--- src/rtl/alias_guard.sv ---
module alias_guard #(
  parameter int NUM_SLOTS = 8,
  parameter int AW = 32
) (
  input  logic                 clk,
  input  logic                 rst_n,
  input  logic                 ld_valid,
  input  logic [((NUM_SLOTS>1)?$clog2(NUM_SLOTS):1)-1:0] ld_slot,
  input  logic [AW-1:0]        ld_addr,
  input  logic [1:0]           ld_size,
  input  logic                 st_valid,
  input  logic [AW-1:0]        st_addr,
  input  logic [1:0]           st_size,
  input  logic [NUM_SLOTS-1:0] st_mask,
  input  logic                 clear,
  output logic                 alias_fault
);
  localparam int SW = (NUM_SLOTS > 1) ? $clog2(NUM_SLOTS) : 1;
  localparam int EW = AW + 1;

  function automatic logic [2:0] span_of(input logic [1:0] code);
    case (code)
      2'd0:    span_of = 3'd1;
      2'd1:    span_of = 3'd2;
      default: span_of = 3'd4;
    endcase
  endfunction

  logic [NUM_SLOTS-1:0] slot_vld;
  logic [NUM_SLOTS-1:0] hit;
  logic [EW-1:0]        st_lo, st_hi;
  logic                 take_ld;

  assign take_ld = ld_valid && !clear;
  assign st_lo   = {1'b0, st_addr};
  assign st_hi   = st_lo + {{(EW-3){1'b0}}, span_of(st_size)};

  for (genvar g = 0; g < NUM_SLOTS; g++) begin : g_slot
    logic [AW-1:0] base;
    logic [2:0]    span;
    logic [EW-1:0] lo, hi;

    always_ff @(posedge clk) begin
      if (take_ld && ld_slot == SW'(g)) begin
        base <= ld_addr;
        span <= span_of(ld_size);
      end
    end

    always_ff @(posedge clk or negedge rst_n) begin
      if (!rst_n)
        slot_vld[g] <= 1'b0;
      else if (clear)
        slot_vld[g] <= 1'b0;
      else if (take_ld && ld_slot == SW'(g))
        slot_vld[g] <= 1'b1;
    end

    assign lo     = {1'b0, base};
    assign hi     = lo + {{(EW-3){1'b0}}, span};
    assign hit[g] = slot_vld[g] && st_mask[g] && (st_lo < hi) && (lo < st_hi);
  end

  always_ff @(posedge clk or negedge rst_n) begin
    if (!rst_n)
      alias_fault <= 1'b0;
    else if (clear)
      alias_fault <= 1'b0;
    else if (st_valid && |hit)
      alias_fault <= 1'b1;
  end
endmodule

--- config.mk ---
export PLATFORM = sky130hd
export DESIGN_NAME = alias_guard
export DESIGN_NICKNAME = d
export VERILOG_FILES = /design/src/rtl/alias_guard.sv
export SDC_FILE = /design/constraint.sdc
export NUM_CORES = 1
export LEC_CHECK = 0
export ABC_AREA = 0
export BUFFER_PORTS_ARGS = -buffer_cell sky130_fd_sc_hd__buf_2
export CELL_PAD_IN_SITES_DETAIL_PLACEMENT = 0
export CELL_PAD_IN_SITES_GLOBAL_PLACEMENT = 1
export CORE_MARGIN = 2
export CORE_UTILIZATION = 35
export CTS_CLUSTER_DIAMETER = 40
export DETAILED_ROUTE_END_ITERATION = 12
export PLACE_DENSITY = 0.63
export SYNTH_ARGS = -nofsm -noshare
export SYNTH_HDL_FRONTEND = slang
export SYNTH_SLANG_ARGS = --single-unit
--- constraint.sdc ---
create_clock -name clk -period 4.8 [get_ports clk]
set_input_delay 0.72 -clock clk [delete_from_list [all_inputs] [get_ports clk]]
set_output_delay 0.72 -clock clk [all_outputs]
set_load 0.005 [all_outputs]
==> results of run 1 <==
## area by class of cell
| class | instances | area (sq um) |
|---|---|---|
| Antenna cell | 1 | 2.50 |
| Clock buffer | 54 | 1290 |
| Sequential cell | 289 | 8630 |
| Inverter | 30 | 114 |
| Tap cell | 940 | 1180 |
| Clock inverter | 38 | 433 |
| Timing Repair Buffer | 268 | 1830 |
| Multi-Input combinational cell | 2043 | 16200 |
| Fill cell | 6772 | 40500 |
## layout by cell type, fill, tap and decap left out, types with 84 or more instances in the layout
master                       n
sky130_fd_sc_hd__buf_4     181
sky130_fd_sc_hd__nand3_1   101
sky130_fd_sc_hd__xor2_1    184
sky130_fd_sc_hd__nor2_1    109
sky130_fd_sc_hd__buf_2      84
sky130_fd_sc_hd__a21oi_1   178
sky130_fd_sc_hd__nand4_1   110
sky130_fd_sc_hd__xnor2_1    86
sky130_fd_sc_hd__a21o_1     85
sky130_fd_sc_hd__ha_1      523
sky130_fd_sc_hd__nand2_1   212
sky130_fd_sc_hd__edfxtp_1  280
## final timing paths
check / startpoint / end / slack, ps / depth (start not counted)
setup / recovery: g_slot[4].base[1] / alias_fault / 150 / 21
hold / removal: clear / alias_fault / 370 / 2
setup reg to reg: g_slot[4].base[1] / alias_fault / 150 / 21
hold reg to reg: slot_vld[6] / slot_vld[6] / 470 / 1
max in group asynchronous: rst_n / slot_vld[3] / 4030 / 2
min in group asynchronous: rst_n / slot_vld[5] / 550 / 2
## routing by layer
metal	global-route usage	part of all wire	wire length (um)
met1	0.302	0.46	38100
met2	0.378	0.47	38600
met3	0.0259	0.045	3760
met4	0.0678	0.029	2390
met5	0	0	0
## sequential cells by signal (all words and copies together) (netlist names)
name / count
slot_vld: 8
g_slot.span: 24
alias_fault: 1
g_slot.base: 256
## power by group
part	switching, mW	internal [mW]
clock network	1.34	2.33
registers	0.0611	2.83
logic	0.721	0.484
total	2.13	5.64
## critical path: cells and delay by family (launching register included)
family / cells / cell delay [ps]
and+or+nand+nor: 7 / 1330
DFF: 1 / 380
adders and majority gates: 2 / 500
buffers and inverters: 2 / 320
AOI/OAI and AO/OA: 9 / 1830
xor gates and xnor gates: 1 / 170
## what timing repair did
item | 4_1_cts | 5_1_grt
setup endpoints to repair | 1 | 1
setup buffers | 0 | 2
endpoints found under the hold margin | 9 | 0
pin swaps | 0 | 5
hold buffers | 1 | 0
resized for setup | 9 | 19
## stage by stage
step	total power [mW]	instances	hold slack, ps	setup WS (ps)	cell area, sq um
after floorplan	3.55	2370	424	176	24800
after global placement	4.08	3567	455	-324	27800
after detailed placement	4.12	3567	462	-502	27800
after CTS	7.83	3660	336	11.8	29600
after global routing	8.09	3662	359	3.96	29700
final	7.77	3663	373	152	29700
## logic make-up after synthesis
kind of cell    synth area share
flops                      0.348
fa+ha+maj                  0.271
xor+xnor                  0.0953
buf+inv                  0.00595
compound gates             0.125
simple gates               0.155
==> metrics, run 1 <==
CP required 5290 ps; Final Setup Violations 0; combined area of all synthesized cells ~0.025 sq mm; All-Layer GR Usage 0.225; CP cell instances ha_1, a21o_1, a21oi_1, nand2b_4, or2_4, or3_1, nor2_2, buf_4, nand4_1, xor2_1, ha_1, a211oi_1, nor2_1, a2111oi_2, buf_4, o211ai_1, a221oi_2, o21ai_2, and3_1, a311o_1, a311oi_2; power density of the placed cells 262 mW/mm^2; clock slew at the register clock pins of the worst setup and hold paths roughly 50 ps; root buf cell sky130_fd_sc_hd__clkbuf_16; core area 0.0701 sq mm; flip-flop and latch count after synthesis 289; Max Transition Viols Final 0; die boundary height approximately 270 um; clk sink count between 200 and 300; Setup Total Neg Slack 0 ps; number of antenna violations at the first check in global routing 1; Skew-Pair Late Insertion Delay approximately 600 ps; register area share after synthesis 0.348; post-detailed-placement half-perimeter wirelength roughly 68000 um; Final Critical Period approximately 4600 ps; kind of start point of the critical path flip-flop; Antenna Violating Nets Remaining 0; vias in the first global route ~21000; IR drop worst, VDD between 200 and 250 uV; Achievable Freq between 200 and 250 MHz; Main synth FF type sky130_fd_sc_hd__edfxtp_1; average wire per cell in the routed design 22.6 um; class of the worst hold path input port to flip-flop; area added between synthesis and finish 19.6%; proportion of netlist area held by the largest area contributor 0.339; fin nets between 3000 and 4000; Crit Path Class flip-flop to flip-flop; Net Count, Synth about 3000; endpoint class of the critical path flip-flop; number of buffers created by CTS 50; Initial DRC Count roughly 1300; number of distinct library cell variants in the gate-level netlist after synthesis 76; Slowest cell on crit path sky130_fd_sc_hd__or3_1; share of post-route cells with drive strength above 1 0.149; effective utilization at floorplan 0.354; biggest area consumer among synthesized cells sky130_fd_sc_hd__edfxtp_1; Warnings, synthesis 0; Tightest Pin Transition 1150 ps; maximum number of pins on one net before global-route repair 37; biggest fanout along the worst timing path 3; remaining design rule violation count 0; static leakage about 12 nW; Max Clock Skew 12.1 ps; outcome finished, final reports clean; arrival time at the worst endpoint 5140 ps; IO Port Bufs 84; total iterations of the first detailed-routing run 6; leading post-synthesis cells by instance count sky130_fd_sc_hd__ha_1, sky130_fd_sc_hd__edfxtp_1, sky130_fd_sc_hd__nand2_1, sky130_fd_sc_hd__xor2_1, sky130_fd_sc_hd__a21oi_1; synthesized instance count about 2400; relative max-transition margin 0.236; count leader, synth sky130_fd_sc_hd__ha_1; Final Util 0.423; count of boundary I/O pins between 80 and 90; final critical-path share of the clock period 0.968; placer congestion estimate around 0.9; global route overflow 0; H-tree depth reported by CTS 2; die span in x roughly 270 um; Post-synth EDFFs between 200 and 300; Rows 97; detailed-route via count approximately 20000; unrepaired setup endpoints after global routing no; synthesized area per cell between 10 and 15 sq um; Clock Path Buffers 3; clock tree from TritonCTS yes; maximum single-stage delay on the critical path 390 ps; Post-synth ARST share 0.0311; number of hold violations in the final report 0; overall routed net length approximately 83000 um; wire length of the first global-routing pass around 120000 um; synth top area cells sky130_fd_sc_hd__edfxtp_1, sky130_fd_sc_hd__ha_1, sky130_fd_sc_hd__xor2_1; via density per instance 5.58; max-cap violation count 0; overall die area around 0.073 sq mm
Power figures use the tool's default switching activity.
==> inputs of run 2 (changes only) <==
Settings changed: CTS_BUF_LIST set to sky130_fd_sc_hd__clkbuf_4 sky130_fd_sc_hd__clkbuf_8.
==> run 2 against run 1 <==
  * Sequential power barely moved
  * Clock skew up 6.2 ps
  * Flip-flop and latch count unchanged
  * Global-route usage is essentially flat
  * Routed wire length up 0.21%
  * Sequential share of layout area grew 0.53 points
  * Critical path type unchanged
  * Largest power group is now sequential cells
==> metrics, run 2 (synthesis gave the netlist of run 1 again) <==
commonest non-fill, non-tap cell in the layout sky130_fd_sc_hd__ha_1 (unchanged); relative max-transition margin 0.247 (was 0.236); global route overflow 0 (unchanged); number of antenna violations at the first check in global routing 2 (was 1); Hold Crit Endpoint alias_fault (unchanged); Design Area, Final 0.0292 sq mm (was 0.0297 sq mm); die span in x 270 um (unchanged); effective utilization at floorplan 0.354 (unchanged); Rows 97 (unchanged); final critical-path share of the clock period 0.958 (was 0.968); largest registers in the final layout g_slot.base x256, g_slot.span x24, slot_vld x8 (unchanged); Achievable Freq 218 MHz (was 215 MHz); post-detailed-placement half-perimeter wirelength 67900 um (unchanged); clock tree from TritonCTS yes (unchanged); wire length of the first global-routing pass 124000 um (about the same); H-tree depth reported by CTS 2 (unchanged); kind of start point of the critical path flip-flop (unchanged); remaining design rule violation count 0 (unchanged); outcome finished, final reports clean (unchanged); launch point of the critical path g_slot[4].base[1] (unchanged); CP required 5370 ps (was 5290 ps); Final Util 0.416 (was 0.423); detailed-route via count 20500 (about the same); via density per instance 5.58 (about the same); area added between synthesis and finish 17.5% (was 19.6%); reg-to-reg critical path startpoint g_slot[4].base[1] (unchanged); biggest fanout along the worst timing path 3 (unchanged); placer congestion estimate 0.907 (unchanged); flip-flop count of the largest register, all copies and words added 256 (unchanged); arrival time at the worst endpoint 5160 ps (was 5140 ps); Clock Path Buffers 3 (unchanged); max-cap violation count 0 (unchanged); vias in the first global route 21100 (about the same); setup slack on the worst flop-to-flop path 200 ps (was 150 ps); Skew-Pair Late Insertion Delay 660 ps (was 600 ps); Antenna Violating Nets Remaining 0 (unchanged); Max Clock Skew 18.3 ps (was 12.1 ps); endpoint class of the critical path flip-flop (unchanged); critical register-to-register path endpoint alias_fault (unchanged); instance area after placement 0.0278 sq mm (unchanged); cell depth of the worst min-delay path 2 (unchanged); number of hold violations in the final report 0 (unchanged); total iterations of the first detailed-routing run 5 (was 6); Max Transition Viols Final 0 (unchanged); count of buffer and inverter cells on the critical path 2 (unchanged); core area 0.0701 sq mm (unchanged); share of post-route cells with drive strength above 1 0.153 (was 0.149); overall routed net length 83100 um (was 82900 um); fin nets 3305 (was 3298); worst hold start clear (unchanged); overall die area 0.0731 sq mm (unchanged); clock slew at the register clock pins of the worst setup and hold paths 50 ps (about the same); hold slack final 302 ps (was 373 ps); cell count after placement 3567 (unchanged); CP cell instances ha_1, a21o_1, a21oi_1, nand2b_4, or2_4, or3_1, nor2_2, buf_4, nand4_1, xor2_1, ha_1, a211oi_1, nor2_1, a2111oi_2, buf_4, o211ai_1, a221oi_2, o21ai_2, and3_1, a311o_1, a311oi_2 (unchanged); count of boundary I/O pins 85 (unchanged); Final Critical Period 4600 ps (was 4650 ps); IO Port Bufs 84 (unchanged); worst reg2reg path depth 21 (unchanged); Slowest cell on crit path sky130_fd_sc_hd__edfxtp_1 (was sky130_fd_sc_hd__or3_1); Final Setup Violations 0 (unchanged); clk sink count 289 (unchanged); maximum single-stage delay on the critical path 390 ps (about the same); static leakage 11.9 nW (was 12.2 nW); Initial DRC Count 1404 (was 1269); Tightest Pin Transition 1130 ps (was 1150 ps); root buf cell sky130_fd_sc_hd__clkbuf_8 (was sky130_fd_sc_hd__clkbuf_16); average wire per cell in the routed design 22.6 um (about the same); number of buffers created by CTS 57 (was 50); power density of the placed cells 230 mW/mm^2 (was 262 mW/mm^2); die boundary height 270 um (unchanged); most frequent cells in the layout sky130_fd_sc_hd__ha_1, sky130_fd_sc_hd__edfxtp_1, sky130_fd_sc_hd__nand2_1 (unchanged); Crit Path Class flip-flop to flip-flop (unchanged); All-Layer GR Usage 0.225 (about the same); IR drop worst, VDD 192 uV (was 219 uV); Post-Layout Cell Count 3676 (was 3663); Biggest register g_slot.base (unchanged); class of the worst hold path input port to flip-flop (unchanged); post-layout total power 6.72 mW (was 7.77 mW); largest delay contributor family on the critical path compound AO/OA/AOI/OAI gates (unchanged); maximum number of pins on one net before global-route repair 37 (unchanged)
run 2: how the worst max path moves through the flow:
stage | endpoint | depth (start not counted) | slack [ps]
4_1_cts | alias_fault | 17 | 10
3_5_place_dp | alias_fault | 20 | -500
3_3_place_gp | alias_fault | 20 | -320
2_1_floorplan | alias_fault | 19 | 180
5_1_grt | alias_fault | 19 | -4
6_report | alias_fault | 21 | 200
run 2: final cells by class:
cell class,count,area [sq um]
Antenna cell,2,5.00
Clock buffer,73,911
Clock inverter,31,272
Fill cell,6851,41000
Inverter,30,114
Multi-Input combinational cell,2043,16200
Sequential cell,289,8630
Tap cell,940,1180
Timing Repair Buffer,268,1830
run 2: power by group:
| part | total [mW] | internal, mW | leakage, nW | switching (mW) |
|---|---|---|---|---|
| Clock | 2.63 | 1.46 | 0.597 | 1.17 |
| Combinational | 1.20 | 0.484 | 8.70 | 0.721 |
| Sequential | 2.89 | 2.83 | 2.64 | 0.0610 |
run 2: through the flow:
stage                     TNS [ps]  setup slack, ps
after global placement        -324             -324
after floorplan                  0              176
after detailed placement      -502             -502
after CTS                        0             13.1
after global routing         -4.43            -4.43
final                            0              202
run 2: what timing repair did:
item                                    in CTS  in global routing
gates resized for setup                     10                 20
hold buffers                                 1                  0
endpoints found under the hold margin        9                  0
buffers inserted                             0                  2
endpoints found under the setup margin       1                  1
pin swaps                                    0                  5
run 2: routing by layer:
metal,vias to the layer above,GRT usage,part of all wire
li1,9798,-,-
met5,-,0,0
met2,495,0.380,0.47
met4,0,0.0666,0.029
met1,10100,0.303,0.46
met3,123,0.0252,0.046
==> inputs of run 3 (changes only) <==
Settings changed: GPL_TIMING_DRIVEN set to 0.
==> run 3 against run 2 <==
  * Maximum frequency is 2.0% lower
  * Design area is 1.1% lower
  * Clock skew hardly changed
  * Register-to-register slack worse by 60 ps
  * First-iteration DRC count is 31% lower
  * Largest power group unchanged
  * Clock power is 3% higher
  * Critical path type is now input port to flip-flop
  * Worst hold slack worse by 55 ps
  * Critical endpoint unchanged
  * Highest routed layer unchanged
  * Cell count is 3.7% lower
  * Die area stayed put
  * Flip-flop and latch count stayed put
  * Sequential share of layout area is 0.33 points higher
==> metrics, run 3 (synthesis gave the netlist of run 1 again) <==
outcome finished, final reports clean (unchanged); Fillers 6868 (was 6851); most frequent cells in the layout sky130_fd_sc_hd__ha_1, sky130_fd_sc_hd__edfxtp_1, sky130_fd_sc_hd__nand2_1 (unchanged); post-detailed-placement half-perimeter wirelength 60800 um (was 67900 um); share of post-route cells with drive strength above 1 0.126 (was 0.153); Rows 97 (unchanged); average wire per cell in the routed design 21.6 um (was 22.6 um); GRT met3 Usage 0.0208 (was 0.0252); post-layout total power 6.73 mW (was 6.72 mW); endpoint class of the critical path flip-flop (unchanged); Biggest register g_slot.base (unchanged); detailed-route via count 19600 (was 20500); clock slew at the register clock pins of the worst setup and hold paths 70 ps (was 50 ps); die span in x 270 um (unchanged); fin nets 3167 (was 3305); remaining design rule violation count 0 (unchanged); class of the worst hold path input port to flip-flop (unchanged); met1 Usage GRT 0.267 (was 0.303); flip-flop count of the largest register, all copies and words added 256 (unchanged); IR drop worst, VDD 180 uV (was 192 uV); Initial DRC Count 968 (was 1404); Slowest cell on crit path sky130_fd_sc_hd__a211oi_2 (was sky130_fd_sc_hd__edfxtp_1); Setup Total Neg Slack 0 ps (unchanged); CP required 5370 ps (about the same); clock tree from TritonCTS yes (unchanged); core area 0.0701 sq mm (unchanged); Clock Path Buffers 3 (unchanged); final critical-path share of the clock period 0.978 (was 0.958); Achievable Freq 213 MHz (was 218 MHz); global route overflow 0 (unchanged); Tightest Pin Transition 1300 ps (was 1130 ps); IO Port Bufs 84 (unchanged); hold slack final 247 ps (was 302 ps); number of buffers created by CTS 57 (unchanged); CP cell instances clkbuf_4, ha_1, fa_1, a21o_1, nor3b_4, and3_1, buf_2, nand4_1, xor2_4, ha_1, nand4_1, nor3_1, a221o_1, a211o_1, a31oi_2, o21ai_0, a211oi_2, nor4_2, a311oi_2 (was ha_1, a21o_1, a21oi_1, nand2b_4, or2_4, or3_1, nor2_2, buf_4, nand4_1, xor2_1, ha_1, a211oi_1, nor2_1, a2111oi_2, buf_4, o211ai_1, a221oi_2, o21ai_2, and3_1, a311o_1, a311oi_2); largest registers in the final layout g_slot.base x256, g_slot.span x24, slot_vld x8 (unchanged); commonest non-fill, non-tap cell in the layout sky130_fd_sc_hd__ha_1 (unchanged); Final Setup Violations 0 (unchanged); static leakage 11.4 nW (was 11.9 nW); vias in the first global route 20100 (was 21100); multi-input gate area in the final layout 0.0168 sq mm (was 0.0162 sq mm); clk sink count 289 (unchanged); maximum number of pins on one net before global-route repair 33 (was 37); All-Layer GR Usage 0.206 (was 0.225); H-tree depth reported by CTS 2 (unchanged); Crit Path Class input port to flip-flop (was flip-flop to flip-flop); biggest fanout along the worst timing path 9 (was 3); relative max-transition margin 0.126 (was 0.247); maximum single-stage delay on the critical path 560 ps (was 390 ps); FF/Latch Area 0.00863 sq mm (unchanged); kind of start point of the critical path input port (was flip-flop); placer congestion estimate 0.887 (was 0.907); overall die area 0.0731 sq mm (unchanged); die boundary height 270 um (unchanged); number of hold violations in the final report 0 (unchanged); root buf cell sky130_fd_sc_hd__clkbuf_8 (unchanged); setup slack on the worst flop-to-flop path 140 ps (was 200 ps); total iterations of the first detailed-routing run 5 (unchanged); max-cap violation count 0 (unchanged); grt peak-use layer met2 (unchanged); via density per instance 5.54 (was 5.58); effective utilization at floorplan 0.354 (unchanged); area added between synthesis and finish 16.2% (was 17.5%); overall routed net length 76400 um (was 83100 um); count of boundary I/O pins 85 (unchanged); wire length of the first global-routing pass 114000 um (was 124000 um); power density of the placed cells 233 mW/mm^2 (was 230 mW/mm^2); number of antenna violations at the first check in global routing 3 (was 2); M2 GR Usage 0.355 (was 0.380); Final Critical Period 4690 ps (was 4600 ps); arrival time at the worst endpoint 5260 ps (was 5160 ps); Antenna Violating Nets Remaining 0 (unchanged); Skew-Pair Late Insertion Delay 660 ps (about the same); Max Clock Skew 18.7 ps (was 18.3 ps); Max Transition Viols Final 0 (unchanged)
-- run 3: final timing paths --
kind,startpoint,to,cells past startpoint
min,clear,alias_fault,2
max,st_addr[0],alias_fault,19
min reg2reg,slot_vld[3],slot_vld[3],1
min in group asynchronous,rst_n,slot_vld[0],2
max reg2reg,g_slot[2].base[0],alias_fault,19
max in group asynchronous,rst_n,slot_vld[2],2
-- run 3: critical path: cells and delay by family --
family	cells	cell delay [ps]
compound gates	7	1990
xor+xnor	1	290
fa+ha+maj	3	730
buf+inv	2	390
simple gates	6	1120
-- run 3: what timing repair did --
action,CTS,global route
hold endpoints to repair,9,0
pin swaps,11,12
setup buffers,21,2
gates resized for setup,83,34
endpoints found under the setup margin,1,1
hold buffers,1,0
-- run 3: where the power goes --
group          switching [mW]  leakage, nW  internal, mW
Clock                    1.16        0.624          1.56
Sequential             0.0547         2.64          2.82
Combinational           0.709         8.17         0.425
-- run 3: metrics by stage --
step           setup slack, ps  cell area (sq um)   util  cells
6_report                   106              28800  0.411   3540
5_1_grt                  -3.86              28800  0.411   3536
4_1_cts                   8.62              28600  0.408   3531
3_5_place_dp             -2030              26700  0.380   3410
3_3_place_gp             -2180              26400  0.377   3394
2_1_floorplan              176              24800      -   2370
-- run 3: cell type report --
type                            count  share of cell area
Inverter                           30             0.00395
Clock inverter                     31              0.0114
Buffer                              6            0.000911
Multi-Input combinational cell   2043               0.583
Tap cell                          940              0.0408
Sequential cell                   289               0.299
Timing Repair Buffer              124              0.0293
Antenna cell                        7            0.000607
Clock buffer                       70              0.0310
-- run 3: metal layers --
layer  share of wire  up-vias
met5               0        -
met1            0.46     9614
li1                -     9524
met3           0.031      135
met4           0.034        0
met2            0.48      352
